[src/rtl/mcf_pkg.sv]
package mcf_pkg;

  typedef enum logic [3:0] {
    ST_FETCH  = 4'd0,
    ST_DECODE = 4'd1,
    ST_MADDR  = 4'd2,
    ST_MRD    = 4'd3,
    ST_MWB    = 4'd4,
    ST_MWR    = 4'd5,
    ST_EXEC   = 4'd6,
    ST_RWB    = 4'd7,
    ST_BEQ    = 4'd8,
    ST_JMP    = 4'd9,
    ST_LUSH   = 4'd10,
    ST_LUWB   = 4'd11,
    ST_TRAP   = 4'd12
  } state_t;

  typedef enum logic [2:0] {
    CL_LOAD, CL_STORE, CL_ALU, CL_BR, CL_JMP, CL_LUI, CL_BAD
  } iclass_t;

  typedef struct packed {
    logic       pc_wr;
    logic       pc_wr_cond;
    logic       addr_sel;
    logic       mem_rd;
    logic       mem_wr;
    logic       ir_wr;
    logic       wb_from_mem;
    logic       dst_rd;
    logic       reg_wr;
    logic       alu_a_sel;
    logic [1:0] alu_b_sel;
    logic [1:0] alu_op;
    logic [1:0] pc_src;
    logic       cause_wr;
    logic       cause_code;
    logic       epc_wr;
  } ctrl_t;

  localparam logic [1:0] BSEL_REG  = 2'b00;
  localparam logic [1:0] BSEL_FOUR = 2'b01;
  localparam logic [1:0] BSEL_IMM  = 2'b10;
  localparam logic [1:0] BSEL_IMM2 = 2'b11;
  localparam logic [1:0] AOP_ADD   = 2'b00;
  localparam logic [1:0] AOP_SUB   = 2'b01;
  localparam logic [1:0] AOP_FUNC  = 2'b10;
  localparam logic [1:0] AOP_SH16  = 2'b11;
  localparam logic [1:0] PSRC_ALU  = 2'b00;
  localparam logic [1:0] PSRC_OUT  = 2'b01;
  localparam logic [1:0] PSRC_JMP  = 2'b10;
  localparam logic [1:0] PSRC_TRAP = 2'b11;

endpackage

[src/rtl/mcf_opdec.sv]
module mcf_opdec
  import mcf_pkg::*;
#(
  parameter int OP_W = 6,
  parameter logic [OP_W-1:0] OPC_LW  = 6'h23,
  parameter logic [OP_W-1:0] OPC_SW  = 6'h2B,
  parameter logic [OP_W-1:0] OPC_R   = 6'h00,
  parameter logic [OP_W-1:0] OPC_BEQ = 6'h04,
  parameter logic [OP_W-1:0] OPC_J   = 6'h02,
  parameter logic [OP_W-1:0] OPC_LUI = 6'h0F
) (
  input  logic [OP_W-1:0] op_i,
  output iclass_t         cls_o
);
  always_comb begin
    if      (op_i == OPC_LW)  cls_o = CL_LOAD;
    else if (op_i == OPC_SW)  cls_o = CL_STORE;
    else if (op_i == OPC_R)   cls_o = CL_ALU;
    else if (op_i == OPC_BEQ) cls_o = CL_BR;
    else if (op_i == OPC_J)   cls_o = CL_JMP;
    else if (op_i == OPC_LUI) cls_o = CL_LUI;
    else                      cls_o = CL_BAD;
  end
endmodule

[src/rtl/mcf_next.sv]
module mcf_next
  import mcf_pkg::*;
(
  input  state_t  cur_i,
  input  iclass_t cls_i,
  input  logic    ovf_i,
  output state_t  nxt_o
);
  always_comb begin
    nxt_o = ST_FETCH;
    unique case (cur_i)
      ST_FETCH:  nxt_o = ST_DECODE;
      ST_DECODE: begin
        unique case (cls_i)
          CL_LOAD, CL_STORE: nxt_o = ST_MADDR;
          CL_ALU:            nxt_o = ST_EXEC;
          CL_BR:             nxt_o = ST_BEQ;
          CL_JMP:            nxt_o = ST_JMP;
          CL_LUI:            nxt_o = ST_LUSH;
          default:           nxt_o = ST_TRAP;
        endcase
      end
      ST_MADDR:  nxt_o = (cls_i == CL_LOAD) ? ST_MRD : ST_MWR;
      ST_MRD:    nxt_o = ST_MWB;
      ST_EXEC:   nxt_o = ST_RWB;
      ST_RWB:    nxt_o = ovf_i ? ST_TRAP : ST_FETCH;
      ST_LUSH:   nxt_o = ST_LUWB;
      default:   nxt_o = ST_FETCH;
    endcase
  end
endmodule

[src/rtl/mcf_outdec.sv]
module mcf_outdec
  import mcf_pkg::*;
(
  input  state_t cur_i,
  input  logic   ovf_i,
  input  logic   reason_i,
  output ctrl_t  c_o
);
  always_comb begin
    c_o = '0;
    unique case (cur_i)
      ST_FETCH: begin
        c_o.mem_rd    = 1'b1;
        c_o.ir_wr     = 1'b1;
        c_o.pc_wr     = 1'b1;
        c_o.alu_b_sel = BSEL_FOUR;
      end
      ST_DECODE: c_o.alu_b_sel = BSEL_IMM2;
      ST_MADDR: begin
        c_o.alu_a_sel = 1'b1;
        c_o.alu_b_sel = BSEL_IMM;
      end
      ST_MRD: begin
        c_o.addr_sel = 1'b1;
        c_o.mem_rd   = 1'b1;
      end
      ST_MWB: begin
        c_o.reg_wr      = 1'b1;
        c_o.wb_from_mem = 1'b1;
      end
      ST_MWR: begin
        c_o.addr_sel = 1'b1;
        c_o.mem_wr   = 1'b1;
      end
      ST_EXEC: begin
        c_o.alu_a_sel = 1'b1;
        c_o.alu_op    = AOP_FUNC;
      end
      ST_RWB: begin
        c_o.dst_rd = 1'b1;
        c_o.reg_wr = ~ovf_i;
      end
      ST_BEQ: begin
        c_o.alu_a_sel  = 1'b1;
        c_o.alu_op     = AOP_SUB;
        c_o.pc_wr_cond = 1'b1;
        c_o.pc_src     = PSRC_OUT;
      end
      ST_JMP: begin
        c_o.pc_wr  = 1'b1;
        c_o.pc_src = PSRC_JMP;
      end
      ST_LUSH: begin
        c_o.alu_b_sel = BSEL_IMM;
        c_o.alu_op    = AOP_SH16;
      end
      ST_LUWB: c_o.reg_wr = 1'b1;
      ST_TRAP: begin
        c_o.cause_wr   = 1'b1;
        c_o.epc_wr     = 1'b1;
        c_o.cause_code = reason_i;
        c_o.pc_wr      = 1'b1;
        c_o.pc_src     = PSRC_TRAP;
        c_o.alu_b_sel  = BSEL_FOUR;
        c_o.alu_op     = AOP_SUB;
      end
      default: c_o = '0;
    endcase
  end
endmodule

[src/rtl/mc_ctrl_fsm.sv]
module mc_ctrl_fsm
  import mcf_pkg::*;
#(
  parameter int OP_W = 6,
  parameter logic [OP_W-1:0] OPC_LW  = 6'h23,
  parameter logic [OP_W-1:0] OPC_SW  = 6'h2B,
  parameter logic [OP_W-1:0] OPC_R   = 6'h00,
  parameter logic [OP_W-1:0] OPC_BEQ = 6'h04,
  parameter logic [OP_W-1:0] OPC_J   = 6'h02,
  parameter logic [OP_W-1:0] OPC_LUI = 6'h0F
) (
  input  logic            clk,
  input  logic            rst_n,
  input  logic [OP_W-1:0] op_i,
  input  logic            ovf_i,
  output logic            pc_wr_o,
  output logic            pc_wr_cond_o,
  output logic            addr_sel_o,
  output logic            mem_rd_o,
  output logic            mem_wr_o,
  output logic            ir_wr_o,
  output logic            wb_from_mem_o,
  output logic            dst_rd_o,
  output logic            reg_wr_o,
  output logic            alu_a_sel_o,
  output logic [1:0]      alu_b_sel_o,
  output logic [1:0]      alu_op_o,
  output logic [1:0]      pc_src_o,
  output logic            cause_wr_o,
  output logic            cause_code_o,
  output logic            epc_wr_o
);
  localparam logic REASON_BADOP = 1'b0;
  localparam logic REASON_OVF   = 1'b1;

  state_t  cur_q, nxt;
  iclass_t cls;
  logic    reason_q;
  ctrl_t   raw, ctl;

  mcf_opdec #(
    .OP_W(OP_W), .OPC_LW(OPC_LW), .OPC_SW(OPC_SW), .OPC_R(OPC_R),
    .OPC_BEQ(OPC_BEQ), .OPC_J(OPC_J), .OPC_LUI(OPC_LUI)
  ) u_dec (
    .op_i (op_i),
    .cls_o(cls)
  );

  mcf_next u_next (
    .cur_i(cur_q),
    .cls_i(cls),
    .ovf_i(ovf_i),
    .nxt_o(nxt)
  );

  mcf_outdec u_out (
    .cur_i   (cur_q),
    .ovf_i   (ovf_i),
    .reason_i(reason_q),
    .c_o     (raw)
  );

  always_ff @(posedge clk or negedge rst_n) begin
    if (!rst_n) begin
      cur_q    <= ST_FETCH;
      reason_q <= REASON_BADOP;
    end else begin
      cur_q <= nxt;
      if (nxt == ST_TRAP)
        reason_q <= (cur_q == ST_RWB) ? REASON_OVF : REASON_BADOP;
    end
  end

  always_comb ctl = rst_n ? raw : '0;

  assign pc_wr_o       = ctl.pc_wr;
  assign pc_wr_cond_o  = ctl.pc_wr_cond;
  assign addr_sel_o    = ctl.addr_sel;
  assign mem_rd_o      = ctl.mem_rd;
  assign mem_wr_o      = ctl.mem_wr;
  assign ir_wr_o       = ctl.ir_wr;
  assign wb_from_mem_o = ctl.wb_from_mem;
  assign dst_rd_o      = ctl.dst_rd;
  assign reg_wr_o      = ctl.reg_wr;
  assign alu_a_sel_o   = ctl.alu_a_sel;
  assign alu_b_sel_o   = ctl.alu_b_sel;
  assign alu_op_o      = ctl.alu_op;
  assign pc_src_o      = ctl.pc_src;
  assign cause_wr_o    = ctl.cause_wr;
  assign cause_code_o  = ctl.cause_code;
  assign epc_wr_o      = ctl.epc_wr;
endmodule

[config.mk]
export PLATFORM = sky130hd
export DESIGN_NAME = mc_ctrl_fsm
export DESIGN_NICKNAME = d
export VERILOG_FILES = /design/src/rtl/mcf_pkg.sv /design/src/rtl/mcf_opdec.sv /design/src/rtl/mcf_next.sv /design/src/rtl/mcf_outdec.sv /design/src/rtl/mc_ctrl_fsm.sv
export SDC_FILE = /design/constraint.sdc
export NUM_CORES = 1
export LEC_CHECK = 0
export ABC_AREA = 0
export CORE_UTILIZATION = 47
export CTS_BUF_LIST = sky130_fd_sc_hd__clkbuf_4
export DETAILED_ROUTE_END_ITERATION = 10
export PLACE_DENSITY_LB_ADDON = 0.05
export SLEW_MARGIN = 5
export SYNTH_ARGS = -nofsm -noshare
export SYNTH_HDL_FRONTEND = slang
export SYNTH_HIERARCHICAL = 1
export SYNTH_SLANG_ARGS = --single-unit
[constraint.sdc]
create_clock -name clk -period 2 [get_ports clk]
set_input_delay 0.4 -clock clk [delete_from_list [all_inputs] [get_ports clk]]
set_output_delay 0.4 -clock clk [all_outputs]
set_load 0.02 [all_outputs]
==> flow_summary.ini <==
[outcome]
outcome = complete, but fails checks
violations = negative setup slack

[route]
wirelength_um = 2955
firstDrtPassIters = 4
vias_per_cell = 5.643
remaining_drc_errors = 0
wl_per_cell_um = 15.08
via_count = 1106
final_antenna_net_count = 0
drtIter0Drc = 34

[setup_path]
crit_family = buffers and inverters
worstPathArrival_ns = 2.21
path_cells = clkdlybuf4s50_1 -> nor2b_1 -> o21ai_2 -> inv_2 -> buf_4 -> nand3_1 -> o311ai_2 -> and4bb_1 -> mux2_4
cp_slowest_cell = clkdlybuf4s50_1
worst_setup_path_start_kind = input port
critPathBufInv = 3
cp_data_required_time_ns = 2.13
end_kind = flop
cp_max_fo = 3
critPathKind = input port to flop
slowest_delay_ns = 0.53

[clock_tree]
cts_hold_buf = 0
cts_buffer_depth = 2
htreeDepth = 1
cts_buffers = 3
clock-sinks = 5
clkLatencyLatePin_ns = 0.25
cts_tree = yes
ctsRootBufferMaster = clkbuf_4
cts.clk_slew.worst_paths_ns = 0.04

[yosys]
syn_inst = 110
synth_edf_count = 0
synthTopCellsByCount = and2_1, a21oi_1, nand2b_1, nor2_1
synth.area.top_cells = and2_1, dfrtp_1, nor4b_4
yosys.area.top_type = and2_1
yosys.cell_count.top_type = and2_1
async_flop_share = 1.000
ys_ff_latch = 5
synth_top_area_share = 0.1456
yosysWarnings = 6
synth_ff_type = dfrtp_1
yosysSeqAreaShare = 0.1456
synth_nets = 119
syn-cell-area_um2 = 859.6
synth_cell_types = 44
syn_area_per_cell_um2 = 7.814

[hold_path]
hold_class = flop to flop

[timing]
min_period_ns = 2.076
max_freq_mhz = 481.7
rsz0062_at_grt = true
maxSlewViolCount = 0
setup_ws_ns = -0.07582
post-route-period-util = 1.038
finalSetupViolCount = 1
tns_ns = -0.07582
finalHoldViolCount = 0
skew_ns = 0.003188
slew_headroom = 0.7539
worst_pin_slew_ns = 0.3676

[layout]
n_antenna_cell = 0
nNetsFinal = 181
fillers = 101
syn2layout_area_growth_pct = 70.31
layout-drive-gt1-share = 0.5439
fin_area_um2 = 1464

[place]
gp_congestion = 0.7772
hpwl_um = 1651
port_buffers = 27
place_area_um2 = 1314
pre_cts_slack_ns = -0.6458

[power]
p_leak_uw = 0.0006914
power_density_nw_per_um2 = 1055
ir_worst_vdd_mv = 0.7540

[global_route]
grt_usage = 0.2904
antenna_found_initial = 0
grt_max_degree = 21
overflow = 0
grt_pass1_vias = 1026
grt_pass1_wl_um = 4278

[die]
io_pins = 28
initial_utilization = 0.4978
core-area_um2 = 1727
dieArea_um2 = 2004
die_w_um = 44.77
rows = 15
die-height_um = 44.77

[job]
max-cap-violations = 0
-- registers in the layout, indices dropped and copies added, names as in the netlist --
signal,flops
cur_q,4
reason_q,1
-- stage by stage --
step | utilization | power [µW] | hold WS, ns | instances
5_1_grt | 0.8478 | 1640 | 0.5410 | 196
3_5_place_dp | 0.7609 | 1244 | 0.4998 | 179
2_1_floorplan | - | 825.7 | 0.1044 | 110
4_1_cts | 0.8319 | 1426 | 0.5103 | 195
3_3_place_gp | 0.7609 | 1220 | 0.4959 | 179
6_report | 0.8478 | 1544 | 0.5112 | 196
-- layer usage --
metal | part of all wire | vias up | track usage
met5 | 0 | - | 0
met4 | 0.045 | 0 | 0.1697
met3 | 0.044 | 15 | 0.08400
met2 | 0.53 | 52 | 0.5059
met1 | 0.38 | 526 | 0.3111
li1 | - | 513 | -
-- cell usage in the layout (no fill, tap or decap), types with 2 or more instances in the layout --
master and instances:
nor3b_2 2, buf_4 30, inv_1 2, clkdlybuf4s50_1 3, nand2b_1 5, clkdlybuf4s15_1 2, buf_6 6, clkbuf_2 9
dfrtp_1 2, nand3_1 2, nand4_1 2, buf_12 2, nand2_1 5, and2_1 20, nand4b_1 3, nand2b_4 2
clkbuf_4 4, a21oi_1 4, nor2_1 6, buf_2 9, dlygate4sd2_1 2, a21oi_2 6, nor4b_4 2, dfrtp_2 3
nand3b_1 3, inv_2 2, or2_4 3
-- final timing paths --
path                                              to  cells past startpoint                 start  slack (ns)
worst max register to register  reason_q$_DFFE_PN0N_                      7    cur_q[1]$_DFF_PN0_       -0.07
worst min-delay path            reason_q$_DFFE_PN0N_                      1  reason_q$_DFFE_PN0N_        0.51
min in group asynchronous         cur_q[3]$_DFF_PN0_                      3                 rst_n        0.61
worst min register to register  reason_q$_DFFE_PN0N_                      1  reason_q$_DFFE_PN0N_        0.51
worst max-delay path            reason_q$_DFFE_PN0N_                      9               op_i[4]       -0.08
max in group asynchronous         cur_q[0]$_DFF_PN0_                      3                 rst_n        1.28
-- power breakdown --
group	internal, µW	switching, µW
Combinational	633	583
Clock	89.3	47.5
Sequential	136	55.7
Total	858	687
-- kinds of logic (layout without fill, tap and decap cells) --
kind of cell              count (synthesis)  after routing  synth area share
buffers and inverters                    11             72           0.07859
xor gates and xnor gates                  3              3           0.03057
AOI/OAI and AO/OA                        22             22            0.1805
muxes                                     1              1           0.01746
and+or+nand+nor                          68             68            0.5473
DFF                                       5              5            0.1456
-- final cells by class --
type / instances / area (µm²) / share of cell area
well taps: 25 / 31.28 / 0.02137
repair buffers: 64 / 505.5 / 0.3453
clock buffers: 4 / 30.03 / 0.02051
multi-input cells: 94 / 753.2 / 0.5145
inverters: 4 / 15.01 / 0.01026
flip-flops and latches: 5 / 128.9 / 0.08803
-- repair_timing --
action,4_1_cts,5_1_grt
gates resized for setup,67,47
setup buffers,12,2
endpoints found under the setup margin,20,20
pin swaps,10,10
Power figures use the tool's default switching activity.
